==> src/rtl/lrsc_pkg.sv <==
package lrsc_pkg;
  typedef enum logic [1:0] {
    OP_IDLE    = 2'b00,
    OP_RESERVE = 2'b01,
    OP_STORE   = 2'b10,
    OP_COND    = 2'b11
  } lrsc_op_e;
endpackage

==> src/rtl/lrsc_rst_sync.sv <==
module lrsc_rst_sync (
  input  logic clk,
  input  logic rst_n,
  output logic rst_sync_n
);
  logic [1:0] stage_q;

  always_ff @(posedge clk or negedge rst_n) begin
    if (!rst_n) stage_q <= 2'b00;
    else        stage_q <= {stage_q[0], 1'b1};
  end

  assign rst_sync_n = stage_q[1];
endmodule

==> src/rtl/lrsc_match.sv <==
module lrsc_match #(
  parameter int ENTRIES = 8,
  parameter int GW      = 28,
  parameter int CW      = 6
) (
  input  logic [ENTRIES-1:0]    ent_valid,
  input  logic [ENTRIES*GW-1:0] ent_gran,
  input  logic [ENTRIES*CW-1:0] ent_ctx,
  input  logic [GW-1:0]         req_gran,
  input  logic [CW-1:0]         req_ctx,
  output logic [ENTRIES-1:0]    gran_hit,
  output logic [ENTRIES-1:0]    ctx_hit
);
  for (genvar i = 0; i < ENTRIES; i++) begin : g_cmp
    assign gran_hit[i] = ent_valid[i] && (ent_gran[i*GW +: GW] == req_gran);
    assign ctx_hit[i]  = ent_valid[i] && (ent_ctx[i*CW +: CW] == req_ctx);
  end
endmodule

==> src/rtl/lrsc_age_matrix.sv <==
module lrsc_age_matrix #(
  parameter int ENTRIES = 8
) (
  input  logic               clk,
  input  logic               rst_n,
  input  logic               touch_en,
  input  logic [ENTRIES-1:0] touch,
  output logic [ENTRIES-1:0] oldest
);
  localparam int BITS = ENTRIES * ENTRIES;

  // elder_q[i*ENTRIES+j] = 1 when entry i was touched before entry j
  logic [BITS-1:0] elder_q, elder_d;

  always_comb begin
    elder_d = elder_q;
    for (int i = 0; i < ENTRIES; i++) begin
      for (int j = 0; j < ENTRIES; j++) begin
        if (touch[i])      elder_d[i*ENTRIES+j] = 1'b0;
        else if (touch[j]) elder_d[i*ENTRIES+j] = 1'b1;
      end
    end
  end

  always_ff @(posedge clk or negedge rst_n) begin
    if (!rst_n)        elder_q <= '0;
    else if (touch_en) elder_q <= elder_d;
  end

  always_comb begin
    for (int i = 0; i < ENTRIES; i++) begin
      logic [ENTRIES-1:0] row;
      row    = elder_q[i*ENTRIES +: ENTRIES];
      row[i] = 1'b1;
      oldest[i] = &row;
    end
  end
endmodule

==> src/rtl/lrsc_monitor.sv <==
module lrsc_monitor
  import lrsc_pkg::*;
#(
  parameter int ADDR_W    = 32,
  parameter int CPU_W     = 4,
  parameter int THR_W     = 2,
  parameter int ENTRIES   = 8,
  parameter int GRAN_BITS = 4
) (
  input  logic              clk,
  input  logic              rst_n,
  input  logic              req_valid,
  input  logic [1:0]        req_op,
  input  logic [ADDR_W-1:0] req_addr,
  input  logic [CPU_W-1:0]  req_cpu,
  input  logic [THR_W-1:0]  req_thr,
  output logic              rsp_valid,
  output logic              rsp_wr_en,
  output logic              rsp_sc_ok
);
  localparam int GW = ADDR_W - GRAN_BITS;
  localparam int CW = CPU_W + THR_W;

  logic rst_sync_n;

  lrsc_rst_sync u_rst (
    .clk        (clk),
    .rst_n      (rst_n),
    .rst_sync_n (rst_sync_n)
  );

  // Request decode
  logic [GW-1:0] req_gran;
  logic [CW-1:0] req_ctx;
  logic          gran_offset_unused;
  logic          is_resv, is_store, is_cond;

  assign req_gran           = req_addr[ADDR_W-1:GRAN_BITS];
  assign gran_offset_unused = ^req_addr[GRAN_BITS-1:0];
  assign req_ctx            = {req_cpu, req_thr};
  assign is_resv  = req_valid && (req_op == OP_RESERVE);
  assign is_store = req_valid && (req_op == OP_STORE);
  assign is_cond  = req_valid && (req_op == OP_COND);

  // Reservation table
  logic [ENTRIES-1:0]    ent_valid_q, ent_valid_d;
  logic [ENTRIES*GW-1:0] ent_gran_q;
  logic [ENTRIES*CW-1:0] ent_ctx_q;
  logic [ENTRIES-1:0]    gran_hit, ctx_hit;
  logic [ENTRIES-1:0]    oldest, free_slots, first_free, slot;
  logic                  cond_ok;

  lrsc_match #(.ENTRIES(ENTRIES), .GW(GW), .CW(CW)) u_match (
    .ent_valid (ent_valid_q),
    .ent_gran  (ent_gran_q),
    .ent_ctx   (ent_ctx_q),
    .req_gran  (req_gran),
    .req_ctx   (req_ctx),
    .gran_hit  (gran_hit),
    .ctx_hit   (ctx_hit)
  );

  lrsc_age_matrix #(.ENTRIES(ENTRIES)) u_age (
    .clk      (clk),
    .rst_n    (rst_sync_n),
    .touch_en (is_resv),
    .touch    (slot),
    .oldest   (oldest)
  );

  // Slot choice: own entry, else lowest free, else oldest
  always_comb begin
    free_slots = ~ent_valid_q;
    first_free = free_slots & (~free_slots + {{(ENTRIES-1){1'b0}}, 1'b1});
    if (|ctx_hit)         slot = ctx_hit;
    else if (|free_slots) slot = first_free;
    else                  slot = oldest;
  end

  assign cond_ok = is_cond && |(gran_hit & ctx_hit);

  always_comb begin
    ent_valid_d = ent_valid_q;
    if (is_store || is_cond) ent_valid_d = ent_valid_d & ~gran_hit;
    if (is_resv)             ent_valid_d = ent_valid_d | slot;
  end

  always_ff @(posedge clk or negedge rst_sync_n) begin
    if (!rst_sync_n) ent_valid_q <= '0;
    else             ent_valid_q <= ent_valid_d;
  end

  for (genvar i = 0; i < ENTRIES; i++) begin : g_entry
    logic load_en;
    assign load_en = is_resv && slot[i];

    always_ff @(posedge clk or negedge rst_sync_n) begin
      if (!rst_sync_n) begin
        ent_gran_q[i*GW +: GW] <= '0;
        ent_ctx_q[i*CW +: CW]  <= '0;
      end else if (load_en) begin
        ent_gran_q[i*GW +: GW] <= req_gran;
        ent_ctx_q[i*CW +: CW]  <= req_ctx;
      end
    end
  end

  // Registered response
  logic rsp_valid_d, rsp_wr_en_d, rsp_sc_ok_d;

  always_comb begin
    rsp_valid_d = req_valid;
    rsp_wr_en_d = is_store || cond_ok;
    rsp_sc_ok_d = cond_ok;
  end

  always_ff @(posedge clk or negedge rst_sync_n) begin
    if (!rst_sync_n) begin
      rsp_valid <= 1'b0;
      rsp_wr_en <= 1'b0;
      rsp_sc_ok <= 1'b0;
    end else begin
      rsp_valid <= rsp_valid_d;
      rsp_wr_en <= rsp_wr_en_d;
      rsp_sc_ok <= rsp_sc_ok_d;
    end
  end
endmodule

==> config.mk <==
export PLATFORM = sky130hd
export DESIGN_NAME = lrsc_monitor
export DESIGN_NICKNAME = d
export VERILOG_FILES = /design/src/rtl/lrsc_pkg.sv /design/src/rtl/lrsc_rst_sync.sv /design/src/rtl/lrsc_match.sv /design/src/rtl/lrsc_age_matrix.sv /design/src/rtl/lrsc_monitor.sv
export SDC_FILE = /design/constraint.sdc
export NUM_CORES = 1
export LEC_CHECK = 0
export BUFFER_PORTS_ARGS = -buffer_cell sky130_fd_sc_hd__buf_2
export CAP_MARGIN = 20
export CORE_MARGIN = 3
export CORE_UTILIZATION = 42
export CTS_BUF_LIST = sky130_fd_sc_hd__clkbuf_4 sky130_fd_sc_hd__clkbuf_8 sky130_fd_sc_hd__clkbuf_16
export DETAILED_ROUTE_END_ITERATION = 8
export GPL_TIMING_DRIVEN = 0
export SLEW_MARGIN = 10
export SYNTH_ARGS = -nofsm -noshare
export SYNTH_HDL_FRONTEND = slang
export SYNTH_SLANG_ARGS = --single-unit
==> constraint.sdc <==
create_clock -name clk -period 15.5 [get_ports clk]
set_input_delay 3.1 -clock clk [delete_from_list [all_inputs] [get_ports clk]]
set_output_delay 3.1 -clock clk [all_outputs]
set_load 0.01 [all_outputs]
# == Word-level counts from Yosys, hierarchy flattened ==
# Cells that the tools add are included.
# totals
register_bits,341
# op_classes
reduce_logical,97
addsub,1
n_eq_ne,19
muxes,68
bitwise_logic,7
# op_table
cell,n
equality test 28 bit,8
2-to-1 mux 1 bit,64
AND reduction 2 bit,28
AND reduction 7 bit,8
nonzero test 2 bit,28
equality test 6 bit,8
2-to-1 mux 8 bit,4
logical AND 1 bit,28
AND 8 bit,3
NOT 8 bit,3
OR reduction 8 bit,3
"adder 8 x 1 -> 8 bit, second input constant",1
bitwise OR 8 bit,1
"equality test 2 bit, second input constant",2
"equality test 2 x 1 -> 1 bit, second input constant",1
logical OR 1 bit,2

# == Depth between registers and ports, before layout ==
# depth
ltp_word,8
depth_mapped,12
ltp_nobuf,7

# == By module ==
# A second synthesis with hierarchy kept.
# unflattened
hier_cells,1754
hier_area_um2,18245.0
# modules_own_cells
module,seq_area_each_um2,instances,cells_per_inst,area_each_um2
lrsc_monitor,7081.8,1,1188,12934.9
lrsc_match,0.0,1,402,3158.0
lrsc_age_matrix,1401.3,1,161,2098.3
lrsc_rst_sync,50.0,1,3,53.8

# == Worst setup path before layout ==
# OpenSTA, ideal clock, no wires.
# synth_timing
path_type,in2reg
from,input req_cpu[0]
to,register ent_ctx_q[12]
path_slack_ps,10251
n_path_buf,4
setup_time_ps,125
cell_stages,10
arrival_time_ps,5124
path_cell_list,buf_4 -> buf_6 -> xor2_1 -> nor4_1 -> or4_1 -> buf_4 -> nor3_2 -> o21ai_2 -> buf_2 -> mux2_2
# synth_between
elab_chain_cells,5
# synth_rtl
item,line,source
"start, declared",lrsc_monitor.sv:15,"input logic [CPU_W-1:0] req_cpu,"
equality test 6 bit,lrsc_match.sv:16,assign ctx_hit[i] = ent_valid[i] && (ent_ctx[i*CW +: CW] == req_ctx);
logical AND 1 bit,lrsc_match.sv:16,
OR reduction 8 bit,lrsc_monitor.sv:75,if (|ctx_hit) slot = ctx_hit;
2-to-1 mux 8 bit (*),lrsc_monitor.sv:75,
logical AND 1 bit (*),lrsc_monitor.sv:95,assign load_en = is_resv && slot[i];
"end signal, assigned by index",lrsc_monitor.sv:103,ent_ctx_q[i*CW +: CW] <= req_ctx;
"end, declared",lrsc_monitor.sv:48,logic [ENTRIES*CW-1:0] ent_ctx_q;
# Every way passes the cells marked *; elsewhere a longest branch is shown, timed or not.
# A chain may end at the register's enable or synchronous reset.

# == Worst setup path in the final report ==
# layout_timing
from,input req_addr[10]
to,register rsp_sc_ok
# layout_between
elab_chain_cells,5
# layout_rtl
item,line,source
"start, declared",lrsc_monitor.sv:14,"input logic [ADDR_W-1:0] req_addr,"
equality test 28 bit,lrsc_match.sv:15,assign gran_hit[i] = ent_valid[i] && (ent_gran[i*GW +: GW] == req_gran);
logical AND 1 bit,lrsc_match.sv:15,
AND 8 bit (*),lrsc_monitor.sv:80,assign cond_ok = is_cond && |(gran_hit & ctx_hit);
OR reduction 8 bit (*),lrsc_monitor.sv:80,
logical AND 1 bit (*),lrsc_monitor.sv:80,
net cond_ok,lrsc_monitor.sv:51,logic cond_ok;
"end signal, assigned",lrsc_monitor.sv:125,rsp_sc_ok <= rsp_sc_ok_d;
"end, declared",lrsc_monitor.sv:19,output logic rsp_sc_ok
# Mark *: on every way through the listed nets, which the timed path passes. The rest lies on a longest branch.

==> load_flow_metrics.sql <==
INSERT INTO impl_metrics (metric_group, metric, value, unit) VALUES
('critical_path', 'rr_worst_depth', '9', ''),
('yosys', 'synthesis.area_per_instance', '12.43', 'sq um'),
('critical_path', 'end_kind', 'register', ''),
('critical_path', 'critical_path.endpoint', 'rsp_sc_ok$_DFF_PN0_', ''),
('clock_tree', 'root_buffer', 'clkbuf_16', ''),
('timing', 'max_freq', '0.1768', 'GHz'),
('timing', 'timing.slew.headroom', '0.2787', ''),
('global_routing', 'grt_start_max_net_pins', '65', ''),
('timing', 'finalMaxSlewViolations', '0', ''),
('critical_path', 'reg2reg_to', 'ent_ctx_q[10]$_DFFE_PN0P_', ''),
('status', 'status', 'complete, no violations', ''),
('die', 'io-pin-count', '46', ''),
('drt', 'drc', '0', ''),
('cells_and_area', 'insertedDiodeCount', '0', ''),
('power', 'vdd.ir_drop.worst', '83.49', 'uV'),
('critical_path', 'reg2reg_setup_slack', '12.38', 'ns'),
('critical_path', 'r2r_start', 'ent_ctx_q[24]$_DFFE_PN0P_', ''),
('critical_path', 'worst-setup-path-type', 'primary input to register', ''),
('critical_path', 'path_buf_inv', '2', ''),
('drt', 'vias_per_cell', '5.431', ''),
('yosys', 'synth.area.top_cells', 'dfrtp_1, mux2_2, xnor2_1', ''),
('critical_path', 'crit_startpoint', 'req_addr[10]', ''),
('clock_tree', 'postCtsSetupBuffers', '0', ''),
('critical_path', 'cp_max_fo', '10', ''),
('yosys', 'synth-simple-area-share', '0.06341', ''),
('critical_path', 'crit_path_cell_trace', 'clkbuf_1 > clkbuf_1 > xor2_1 > nor4_1 > nand4_1 > o22ai_1 > nor4_1 > nor3b_1', ''),
('global_routing', 'initial_antenna_violation_count', '0', ''),
('drt', 'route.detailed.wl_per_inst', '23.16', 'microns'),
('yosys', 'synth_compound_area_frac', '0.09445', ''),
('timing', 'postLayoutSetupSlackWorst', '9.843', 'ns'),
('clock_tree', 'cts_inserted_buffers', '38', ''),
('yosys', 'synth_top_family_by_area', 'XOR/XNOR gates', ''),
('clock_tree', 'cts.path.max_buffers', '3', ''),
('timing', 'worstMarginPinSlew', '1.072', 'ns'),
('yosys', 'post-synth-top-count-cell', 'dfrtp_1', ''),
('critical_path', 'crit_path_max_incr_delay', '0.74', 'ns'),
('timing', 'rsz_0062_raised_after_global_routing', 'false', ''),
('placed_design', 'dp_slack', '9.357', 'ns'),
('critical_path', 'critical_path_cell_count', '8', ''),
('yosys', 'post_synth_most_frequent_cells', 'dfrtp_1, xnor2_1, mux2_2, xor2_1, o2bb2ai_1', ''),
('clock_tree', 'cts_tree', 'built', ''),
('cells_and_area', 'fin_nets', '1402', ''),
('global_routing', 'grt_pass1_vias', '10700', ''),
('yosys', 'net_count_of_the_mapped_netlist', '1350', ''),
('yosys', 'post_synthesis_cell_count', '1307', ''),
('timing', 'fin_crit', '5.657', 'ns'),
('clock_tree', 'ctsResizeCount', '0', ''),
('drt', 'detailroute.via_count', '10300', ''),
('placed_design', 'numPortBuffers', '7', ''),
('worst_hold_path', 'min_path_type', 'register to register', ''),
('yosys', 'synth_flop_cell', 'dfrtp_1', ''),
('critical_path', 'worst-endpoint-required', '15.93', 'ns'),
('timing', 'finalHoldViolCount', '0', ''),
('critical_path', 'crit_path_start_kind', 'primary input', ''),
('timing', 'finalClockSkew', '0.02169', 'ns'),
('timing', 'report.final.setup_viol', '0', ''),
('power', 'power.leakage', '7.675', 'nW'),
('cells_and_area', 'synthToLayoutAreaGrowth', '12.84', '%'),
('yosys', 'synth_top_cell_area_share', '0.5254', ''),
('critical_path', 'critical_path_arrival', '6.09', 'ns'),
('clock_tree', 'h-tree-depth', '2', ''),
('drt', 'wirelength', '43930', 'microns'),
('timing', 'post-route-period-util', '0.3650', ''),
('yosys', 'adder_cell_area_share_of_the_yosys_netlist', '0', ''),
('clock_tree', 'cts.sinks', '341', ''),
('critical_path', 'worst_path_max_delay_cell', 'nor4_1', ''),
('drt', 'first_iter_violations', '537', ''),
('drt', 'drt_pre_antenna_iters', '5', ''),
('power', 'p_per_area', '171.3', 'mW/mm^2'),
('global_routing', 'grt_overflow', '0', ''),
('placed_design', 'dpl.hpwl', '32070', 'microns');
-- through the flow --
stage                     cells  hold slack, ns  power [mW]    util  instance area (sq um)
final                      1897          0.3489       3.140  0.4831                  18330
after global routing       1897          0.3522       3.313  0.4831                  18330
after CTS                  1897          0.3514       3.161  0.4831                  18330
after detailed placement   1830          0.3389       2.240  0.4496                  17060
after global placement     1825          0.3349       2.208  0.4459                  16920
after floorplan            1307          0.3312       2.033       -                  16240
-- cell type report --
type                            count  area share
Inverter                           31    0.006350
Timing Repair Buffer               12    0.009422
Tap cell                          511     0.03489
Multi-Input combinational cell    812      0.3768
Clock buffer                       61     0.06466
Clock inverter                      6    0.004575
Buffer                            123     0.03742
Sequential cell                   341      0.4659
-- state kept, by name, indices dropped and copies added, names as in the netlist --
register,flops
ent_ctx_q,48
rsp_sc_ok,1
ent_valid_q,8
ent_gran_q,224
rsp_valid,1
rsp_wr_en,1
u_rst.stage_q,2
u_age.elder_q,56
-- worst min path at each step --
stage | from | end | cells after the start
floorplan | u_rst.stage_q[0]$_DFF_PN0_ | u_rst.stage_q[1]$_DFF_PN0_ | 0
global placement | u_rst.stage_q[0]$_DFF_PN0_ | u_rst.stage_q[1]$_DFF_PN0_ | 0
detailed placement | u_rst.stage_q[0]$_DFF_PN0_ | u_rst.stage_q[1]$_DFF_PN0_ | 0
CTS | u_rst.stage_q[0]$_DFF_PN0_ | u_rst.stage_q[1]$_DFF_PN0_ | 0
global route | u_rst.stage_q[0]$_DFF_PN0_ | u_rst.stage_q[1]$_DFF_PN0_ | 0
finish | u_rst.stage_q[0]$_DFF_PN0_ | u_rst.stage_q[1]$_DFF_PN0_ | 0
-- where the power goes --
group	switching [mW]	leakage, nW	internal [mW]
Combinational	0.354	2.72	0.437
Sequential	0.223	4.31	1.22
Clock	0.352	0.644	0.557
Total	0.929	7.67	2.21
-- routing by layer --
layer | up-vias | share of wire | track usage
met3 | 62 | 0.046 | 0.03656
met5 | - | 0 | 0
li1 | 4673 | - | -
met4 | 0 | 0.024 | 0.05320
met1 | 5345 | 0.47 | 0.3109
met2 | 223 | 0.46 | 0.3458
-- cells in the final DEF (no fill, tap or decap), drive strengths merged --
cell and count:
a21boi 6, a21oi 20, a22o 1, and4 3, buf 90, bufinv 2
clkbuf 106, clkinv 3, conb 1, dfrtp 341, inv 32, mux2 173
nand2 46, nand2b 1, nand3 11, nand4 59, nor2 7, nor3 7
nor3b 1, nor4 39, o21a 36, o21ai 17, o22ai 3, o2bb2ai 99
o31a 2, o31ai 1, o32a 3, or2 2, or4 2, xnor2 163
xor2 109
-- worst register-to-register path, cell delays in order, from the launching register on --
cell	delay (ns)
dfrtp_1	0.39
xnor2_1	0.16
nand4_1	0.12
nor4_1	0.83
or4_1	0.25
buf_4	0.17
nor3_2	0.07
o21ai_2	0.27
buf_2	0.38
mux2_2	0.38
-- cell families (layout without fill, tap and decap cells) --
group / Yosys count / after routing
DFF: 341 / 341
muxes: 173 / 173
other: 1 / 1
xor gates and xnor gates: 272 / 272
AOI/OAI and AO/OA: 188 / 188
buffers and inverters: 154 / 233
and+or+nand+nor: 178 / 178
No activity file was read; power rests on OpenSTA's default activity.
